===== src/rtl/dtmr_pkg.sv =====
`timescale 1ns/1ps
package dtmr_pkg;

  localparam int BYTE_W = 8;
  localparam int PRE_W  = 5;

  typedef struct packed {
    logic stepT0;
    logic stepT1;
    logic stepTh0;
    logic split;
  } tmrStrobes_t;

  typedef struct packed {
    logic [BYTE_W-1:0] lo;
    logic [BYTE_W-1:0] hi;
    logic              ovf;
  } tmrNext_t;

  // Next counter value for one step in the given mode.
  function automatic tmrNext_t advance(input logic [1:0] mode,
                                       input logic [BYTE_W-1:0] lo,
                                       input logic [BYTE_W-1:0] hi);
    tmrNext_t r;
    r.lo  = lo;
    r.hi  = hi;
    r.ovf = 1'b0;
    case (mode)
      2'd0: begin
        r.lo[PRE_W-1:0] = lo[PRE_W-1:0] + 1'b1;
        if (&lo[PRE_W-1:0]) begin
          r.hi  = hi + 1'b1;
          r.ovf = &hi;
        end
      end
      2'd1: begin
        {r.hi, r.lo} = {hi, lo} + 1'b1;
        r.ovf = &{hi, lo};
      end
      2'd2: begin
        r.lo  = (&lo) ? hi : lo + 1'b1;
        r.ovf = &lo;
      end
      default: begin
        r.lo  = lo + 1'b1;
        r.ovf = &lo;
      end
    endcase
    return r;
  endfunction

endpackage


===== src/rtl/dtmr_ctrl.sv =====
`timescale 1ns/1ps
module dtmr_ctrl
  import dtmr_pkg::*;
#(
  parameter int PRESCALE    = 12,
  parameter int SYNC_STAGES = 2
) (
  input  logic        clk,
  input  logic        rstN,
  input  logic [1:0]  extPin,
  input  logic [1:0]  gatePin,
  input  logic [1:0]  mode0,
  input  logic [1:0]  mode1,
  input  logic [1:0]  ctrSel,
  input  logic [1:0]  gateEn,
  input  logic [1:0]  run,
  input  logic [1:0]  fastClk,
  output tmrStrobes_t strobes
);

  localparam int PW = (PRESCALE > 1) ? $clog2(PRESCALE) : 1;
  localparam int NPINS = 4;

  logic [PW-1:0]    preCnt;
  logic             slowTick;
  logic [NPINS-1:0] rawPins;
  logic [NPINS-1:0] pinSync;
  logic [1:0]       extPrev;
  logic [1:0]       extFall;
  logic [1:0]       timeBase;
  logic [1:0]       gateOk;
  logic             split;
  logic             t1Enable;
  logic             t1Source;

  always_ff @(posedge clk or negedge rstN) begin
    if (!rstN)                            preCnt <= '0;
    else if (preCnt == PW'(PRESCALE - 1)) preCnt <= '0;
    else                                  preCnt <= preCnt + 1'b1;
  end
  assign slowTick = (preCnt == PW'(PRESCALE - 1));

  assign rawPins = {gatePin, extPin};

  for (genvar p = 0; p < NPINS; p++) begin : gSync
    logic [SYNC_STAGES-1:0] shiftQ;
    always_ff @(posedge clk or negedge rstN) begin
      if (!rstN) shiftQ <= '0;
      else       shiftQ <= {shiftQ[SYNC_STAGES-2:0], rawPins[p]};
    end
    assign pinSync[p] = shiftQ[SYNC_STAGES-1];
  end

  always_ff @(posedge clk or negedge rstN) begin
    if (!rstN) extPrev <= '0;
    else       extPrev <= pinSync[1:0];
  end
  assign extFall = extPrev & ~pinSync[1:0];

  for (genvar t = 0; t < 2; t++) begin : gTimer
    assign timeBase[t] = fastClk[t] | slowTick;
    assign gateOk[t]   = ~gateEn[t] | pinSync[2 + t];
  end

  assign split    = (mode0 == 2'd3);
  assign t1Enable = (mode1 != 2'd3) & (split | (run[1] & gateOk[1]));
  assign t1Source = (ctrSel[1] & ~split) ? extFall[1] : timeBase[1];

  assign strobes.split   = split;
  assign strobes.stepT0  = run[0] & gateOk[0] & (ctrSel[0] ? extFall[0] : timeBase[0]);
  assign strobes.stepT1  = t1Enable & t1Source;
  assign strobes.stepTh0 = split & run[1] & timeBase[0];

endmodule


===== src/rtl/dtmr_dp.sv =====
`timescale 1ns/1ps
module dtmr_dp
  import dtmr_pkg::*;
#(
  parameter int AW = 3
) (
  input  logic              clk,
  input  logic              rstN,
  input  tmrStrobes_t       strobes,
  input  logic [1:0]        mode0,
  input  logic [1:0]        mode1,
  input  logic              busWe,
  input  logic [AW-1:0]     busAddr,
  input  logic [BYTE_W-1:0] busWdata,
  output logic [BYTE_W-1:0] tl0q,
  output logic [BYTE_W-1:0] th0q,
  output logic [BYTE_W-1:0] tl1q,
  output logic [BYTE_W-1:0] th1q,
  output logic              flag0q,
  output logic              flag1q,
  output logic              baudQ
);

  tmrNext_t n0, n1;
  logic wrTl0, wrTh0, wrTl1, wrTh1, wrFlags;
  logic t0Go, t1Go, th0Go;
  logic set0, set1, ovf1Evt;

  always_comb begin
    n0 = advance(mode0, tl0q, th0q);
    n1 = advance(mode1, tl1q, th1q);
  end

  assign wrTl0   = busWe & (busAddr == AW'(0));
  assign wrTh0   = busWe & (busAddr == AW'(1));
  assign wrTl1   = busWe & (busAddr == AW'(2));
  assign wrTh1   = busWe & (busAddr == AW'(3));
  assign wrFlags = busWe & (busAddr == AW'(4));

  // A write to either byte cancels the step, unless the bytes are split.
  assign t0Go    = strobes.stepT0 & ~wrTl0 & (strobes.split | ~wrTh0);
  assign th0Go   = strobes.stepTh0 & ~wrTh0;
  assign t1Go    = strobes.stepT1 & ~wrTl1 & ~wrTh1;
  assign ovf1Evt = t1Go & n1.ovf;
  assign set0    = t0Go & n0.ovf;
  assign set1    = (th0Go & (&th0q)) | (ovf1Evt & ~strobes.split);

  always_ff @(posedge clk or negedge rstN) begin
    if (!rstN) begin
      tl0q <= '0;
      th0q <= '0;
    end else begin
      if (wrTl0)     tl0q <= busWdata;
      else if (t0Go) tl0q <= n0.lo;
      if (wrTh0)              th0q <= busWdata;
      else if (strobes.split) begin
        if (th0Go) th0q <= th0q + 1'b1;
      end else if (t0Go)      th0q <= n0.hi;
    end
  end

  always_ff @(posedge clk or negedge rstN) begin
    if (!rstN) begin
      tl1q <= '0;
      th1q <= '0;
    end else if (wrTl1 | wrTh1) begin
      if (wrTl1) tl1q <= busWdata;
      if (wrTh1) th1q <= busWdata;
    end else if (t1Go) begin
      tl1q <= n1.lo;
      th1q <= n1.hi;
    end
  end

  always_ff @(posedge clk or negedge rstN) begin
    if (!rstN) begin
      flag0q <= 1'b0;
      flag1q <= 1'b0;
      baudQ  <= 1'b0;
    end else begin
      flag0q <= set0 | (wrFlags ? busWdata[0] : flag0q);
      flag1q <= set1 | (wrFlags ? busWdata[1] : flag1q);
      baudQ  <= ovf1Evt;
    end
  end

endmodule


===== src/rtl/dual_timer.sv =====
`timescale 1ns/1ps
module dual_timer
  import dtmr_pkg::*;
#(
  parameter int PRESCALE    = 12,
  parameter int SYNC_STAGES = 2
) (
  input  logic       clk,
  input  logic       rstN,
  input  logic       extIn0,
  input  logic       extIn1,
  input  logic       gateIn0,
  input  logic       gateIn1,
  input  logic [1:0] mode0,
  input  logic       ctrSel0,
  input  logic       gateEn0,
  input  logic [1:0] mode1,
  input  logic       ctrSel1,
  input  logic       gateEn1,
  input  logic       run0,
  input  logic       run1,
  input  logic       fastClk0,
  input  logic       fastClk1,
  input  logic       busWe,
  input  logic [2:0] busAddr,
  input  logic [7:0] busWdata,
  output logic [7:0] busRdata,
  output logic       ovf0Flag,
  output logic       ovf1Flag,
  output logic       baudTick
);

  tmrStrobes_t strobes;
  logic [7:0]  tl0q, th0q, tl1q, th1q;

  dtmr_ctrl #(.PRESCALE(PRESCALE), .SYNC_STAGES(SYNC_STAGES)) uCtrl (
    .clk     (clk),
    .rstN    (rstN),
    .extPin  ({extIn1, extIn0}),
    .gatePin ({gateIn1, gateIn0}),
    .mode0   (mode0),
    .mode1   (mode1),
    .ctrSel  ({ctrSel1, ctrSel0}),
    .gateEn  ({gateEn1, gateEn0}),
    .run     ({run1, run0}),
    .fastClk ({fastClk1, fastClk0}),
    .strobes (strobes)
  );

  dtmr_dp #(.AW(3)) uDp (
    .clk      (clk),
    .rstN     (rstN),
    .strobes  (strobes),
    .mode0    (mode0),
    .mode1    (mode1),
    .busWe    (busWe),
    .busAddr  (busAddr),
    .busWdata (busWdata),
    .tl0q     (tl0q),
    .th0q     (th0q),
    .tl1q     (tl1q),
    .th1q     (th1q),
    .flag0q   (ovf0Flag),
    .flag1q   (ovf1Flag),
    .baudQ    (baudTick)
  );

  always_comb begin
    case (busAddr)
      3'd0:    busRdata = tl0q;
      3'd1:    busRdata = th0q;
      3'd2:    busRdata = tl1q;
      3'd3:    busRdata = th1q;
      3'd4:    busRdata = {6'b0, ovf1Flag, ovf0Flag};
      default: busRdata = 8'h00;
    endcase
  end

endmodule


===== config.mk =====
export PLATFORM = sky130hd
export DESIGN_NAME = dual_timer
export DESIGN_NICKNAME = d
export VERILOG_FILES = /design/src/rtl/dtmr_pkg.sv /design/src/rtl/dtmr_ctrl.sv /design/src/rtl/dtmr_dp.sv /design/src/rtl/dual_timer.sv
export SDC_FILE = /design/constraint.sdc
export NUM_CORES = 1
export LEC_CHECK = 0
export BUFFER_PORTS_ARGS = -buffer_cell sky130_fd_sc_hd__buf_2
export CAP_MARGIN = 25
export CELL_PAD_IN_SITES_DETAIL_PLACEMENT = 2
export CELL_PAD_IN_SITES_GLOBAL_PLACEMENT = 2
export CORE_MARGIN = 8
export CORE_UTILIZATION = 41
export CTS_BUF_LIST = sky130_fd_sc_hd__clkbuf_4
export DETAILED_ROUTE_END_ITERATION = 8
export GPL_ROUTABILITY_DRIVEN = 0
export PLACE_DENSITY_LB_ADDON = 0.08
export SYNTH_ARGS = -nofsm -noshare
export SYNTH_HDL_FRONTEND = slang
export SYNTH_SLANG_ARGS = --single-unit

===== constraint.sdc =====
create_clock -name clk -period 3.1 [get_ports clk]
set_input_delay 0.155 -clock clk [delete_from_list [all_inputs] [get_ports clk]]
set_output_delay 0.155 -clock clk [all_outputs]
set_load 0.02 [all_outputs]

==> summary.txt <==
outcome = finished, final reports clean
DR vias = 3,903
Hold Path Class = input port to register
Place WS = 577.5 ps
Post-synth EDFFs = 0
Resized Gates After CTS = 0
final worst path period need = 2608 ps
hpwl dp = 11.65 mm
vias in the first global route = 4,133
ys flop type = dfrtp_1
DRC = 0
Unique masters post-synth = 73
# Max-Cap Violations = 0
Cells after Synth = 445
Clock Latency Late Sink = 400 ps
IO Port Bufs = 40
Critical Path AT = 2900 ps
core area = 0.009284 mm^2
commonest cells in the netlist = dfrtp_1 (49), nand2_1 (33), o21ai_0 (28)
final hold vios = 0
setup repair bufs after CTS = 0
Starting Density = 42.40%
Avg Cell Area, Syn = 8.846 um^2
setup ws final = 492.3 ps
met3 wire length = 795 um
I/O pins = 41
Setup crit end kind = register
Final Cycle Share = 84.12%
most frequent cell after synthesis = dfrtp_1
Peak Freq = 383.5 MHz
critical path fanouts, max = 12
Clock Skews = 19.16 ps
met2 routed WL = 6.995 mm
CP Data Required Time = 3390 ps
cell with the largest stage delay on the worst path = dfrtp_1
Post-Route Setup TNS = 0 ps
hold_ws = 43.44 ps
Mapped Area = 0.003936 mm^2
initial antenna violation count = 0
Layout Nets = 520
VDD IR max = 227.6 uV
cell row count = 35
multiplexer share of the synthesized area = 5.626%
critical path cell sequence = ha_1, and3_1, ha_1, nand2_1, a211oi_1, nand3_2, and2_1, a221o_1
Crit Path Category = register to register
Synthesized Nets = 490
Post-DRT Antenna Nets = 0
final wirelength = 15.30 mm
CTS sink cnt = 49
H-tree depth reported by CTS = 2
PD cells = 504.6 mW/mm^2
Final Setup Violations = 0
Pre-antenna DRT Iters = 4
gr usage total = 23.93%
startpoint types = register
WL met1 = 7.251 mm
Worst slew margin = 39.37%
CTS Buffer Depth = 2
Synth top area share = 31.15%
Synth Area in XOR/XNOR = 1.335%
Leakage = 1.781 nW
layout cells sized above 1 = 16.60%
initial drt markers = 329
simple-gate share of the synthesized area = 23.08%
GR Overflow Total = 0
CTS Root Cell = clkbuf_4
Non-Filler Instances = 605
CTS tree = yes
worst slew pin tran = 907.6 ps
post-synthesis async set-or-reset flop share = 100.0%
die width = 114.0 um
compound-gate portion of the synthesized area = 28.19%
first-pass GRT wire length = 24.23 mm
antenna diode count = 0
cts hold-fix bufs = 5
routed len/inst = 25.29 um
post-synth top area cell = dfrtp_1
DIE HEIGHT = 114.0 um
top cells by area, synth = dfrtp_1 (31%), ha_1 (4.8%), o21ai_0 (3.6%), mux4_2 (3.4%), nand2_1 (3.1%)
die area = 0.01299 mm^2
post-synthesis register bit count = 49
Reg clk slew, reported paths = 180 ps
fin. max-slew vios = 0
CP dominant cell by count = ha_1
Placed Cells = 592
RSZ-0062 raised after global routing = no
TritonCTS Buffers = 5
Seq/Total Area, Yosys = 31.15%
largest net degree at the start of global routing = 34
Post-Synth Adder-Cell Area = 4.768%
Core Util, Final = 46.40%
largest family of logic cells by synthesized area = compound AO/OA/AOI/OAI gates
YS warnings = 0
highest metal used = met4
largest stage delay on the critical path = 500 ps
area grow syn2layout = 9.441%
number of vias per cell = 6.451
fillers = 1,068
[worst max-delay path, delay by kind of cell, from the launching register on]
kind / cells / cell delay, ps
AO/OA/AOI/OAI: 2 / 570
adder cells (fa/ha/maj): 2 / 580
AND/OR/NAND/NOR: 4 / 840
flip-flops: 1 / 500
[report_power, final]
group / switching, mW / internal, mW
Sequential: 0.316 / 0.761
Combinational: 0.415 / 0.323
Clock: 0.259 / 0.101
[registers in the layout, summed over array words and instances (netlist names)]
register            flops
uDp.tl1q                8
uDp.flag0q              1
uDp.baudQ               1
uDp.flag1q              1
uCtrl.preCnt            4
uDp.th1q                8
uDp.th0q                8
uDp.tl0q                8
uCtrl.gSync.shiftQ      8
uCtrl.extPrev           2
[cell usage in the layout (no fill, tap or decap), drive strengths merged, types with 4 or more instances in the layout]
| master | count |
|---|---|
| a21oi | 14 |
| a211oi | 8 |
| o211ai | 6 |
| nor3 | 11 |
| mux4 | 6 |
| a22oi | 9 |
| nand4 | 6 |
| nand3 | 21 |
| nor2 | 24 |
| a221o | 5 |
| dfrtp | 49 |
| o22ai | 7 |
| inv | 28 |
| nor4 | 4 |
| nand2b | 10 |
| and2 | 7 |
| ha | 15 |
| nand2 | 33 |
| a41oi | 4 |
| nor2b | 14 |
| o31ai | 12 |
| clkbuf | 5 |
| a21o | 4 |
| mux2 | 5 |
| and4 | 4 |
| or3 | 4 |
| dlygate4sd3 | 5 |
| and3 | 13 |
| a221oi | 13 |
| buf | 44 |
| o21ai | 30 |
| xnor2 | 5 |
| a31oi | 7 |
[logic make-up after synthesis]
logic type	Yosys count
AO/OA/AOI/OAI	149
XOR/XNOR	6
adder cells (fa/ha/maj)	15
buffers and inverters	51
flip-flops	49
multiplexers	14
AND/OR/NAND/NOR	161
[through the flow]
step                instance area, um^2  power (mW)
global route                       4308       2.280
CTS                                4308       2.161
finish                             4308       2.174
floorplan                          3936       1.483
detailed placement                 4192       1.798
global placement                   4192       1.746
[worst paths after layout]
path | from | to | slack [ps] | depth (start not counted)
max in group asynchronous | rstN | uDp.th0q[4] | 1940 | 3
setup / recovery | uDp.tl0q[1] | uDp.th0q[4] | 490 | 8
hold / removal | busWdata[7] | uDp.tl0q[7] | 40 | 3
setup reg to reg | uDp.tl0q[1] | uDp.th0q[4] | 490 | 8
min in group asynchronous | rstN | uDp.tl0q[2] | 370 | 2
hold reg to reg | uCtrl.gSync[1].shiftQ[0] | uCtrl.gSync[1].shiftQ[1] | 360 | 0
[metal layers]
| metal | vias to the layer above | global-route usage, % |
|---|---|---|
| met5 | - | 0 |
| met4 | 0 | 5.856 |
| met3 | 18 | 3.751 |
| met2 | 115 | 37.34 |
| met1 | 2002 | 33.59 |
| li1 | 1768 | - |
[final cells by class]
cell class	count	area, um^2	area share [%]
timing repair buffer	49	280.3	6.506
clock buffer	5	37.54	0.8713
tap	129	161.4	3.747
multi-input combinational	345	2480	57.57
clock inverter	3	28.78	0.6680
inverter	25	93.84	2.178
sequential	49	1226	28.46
Power figures use the tool's default switching activity.
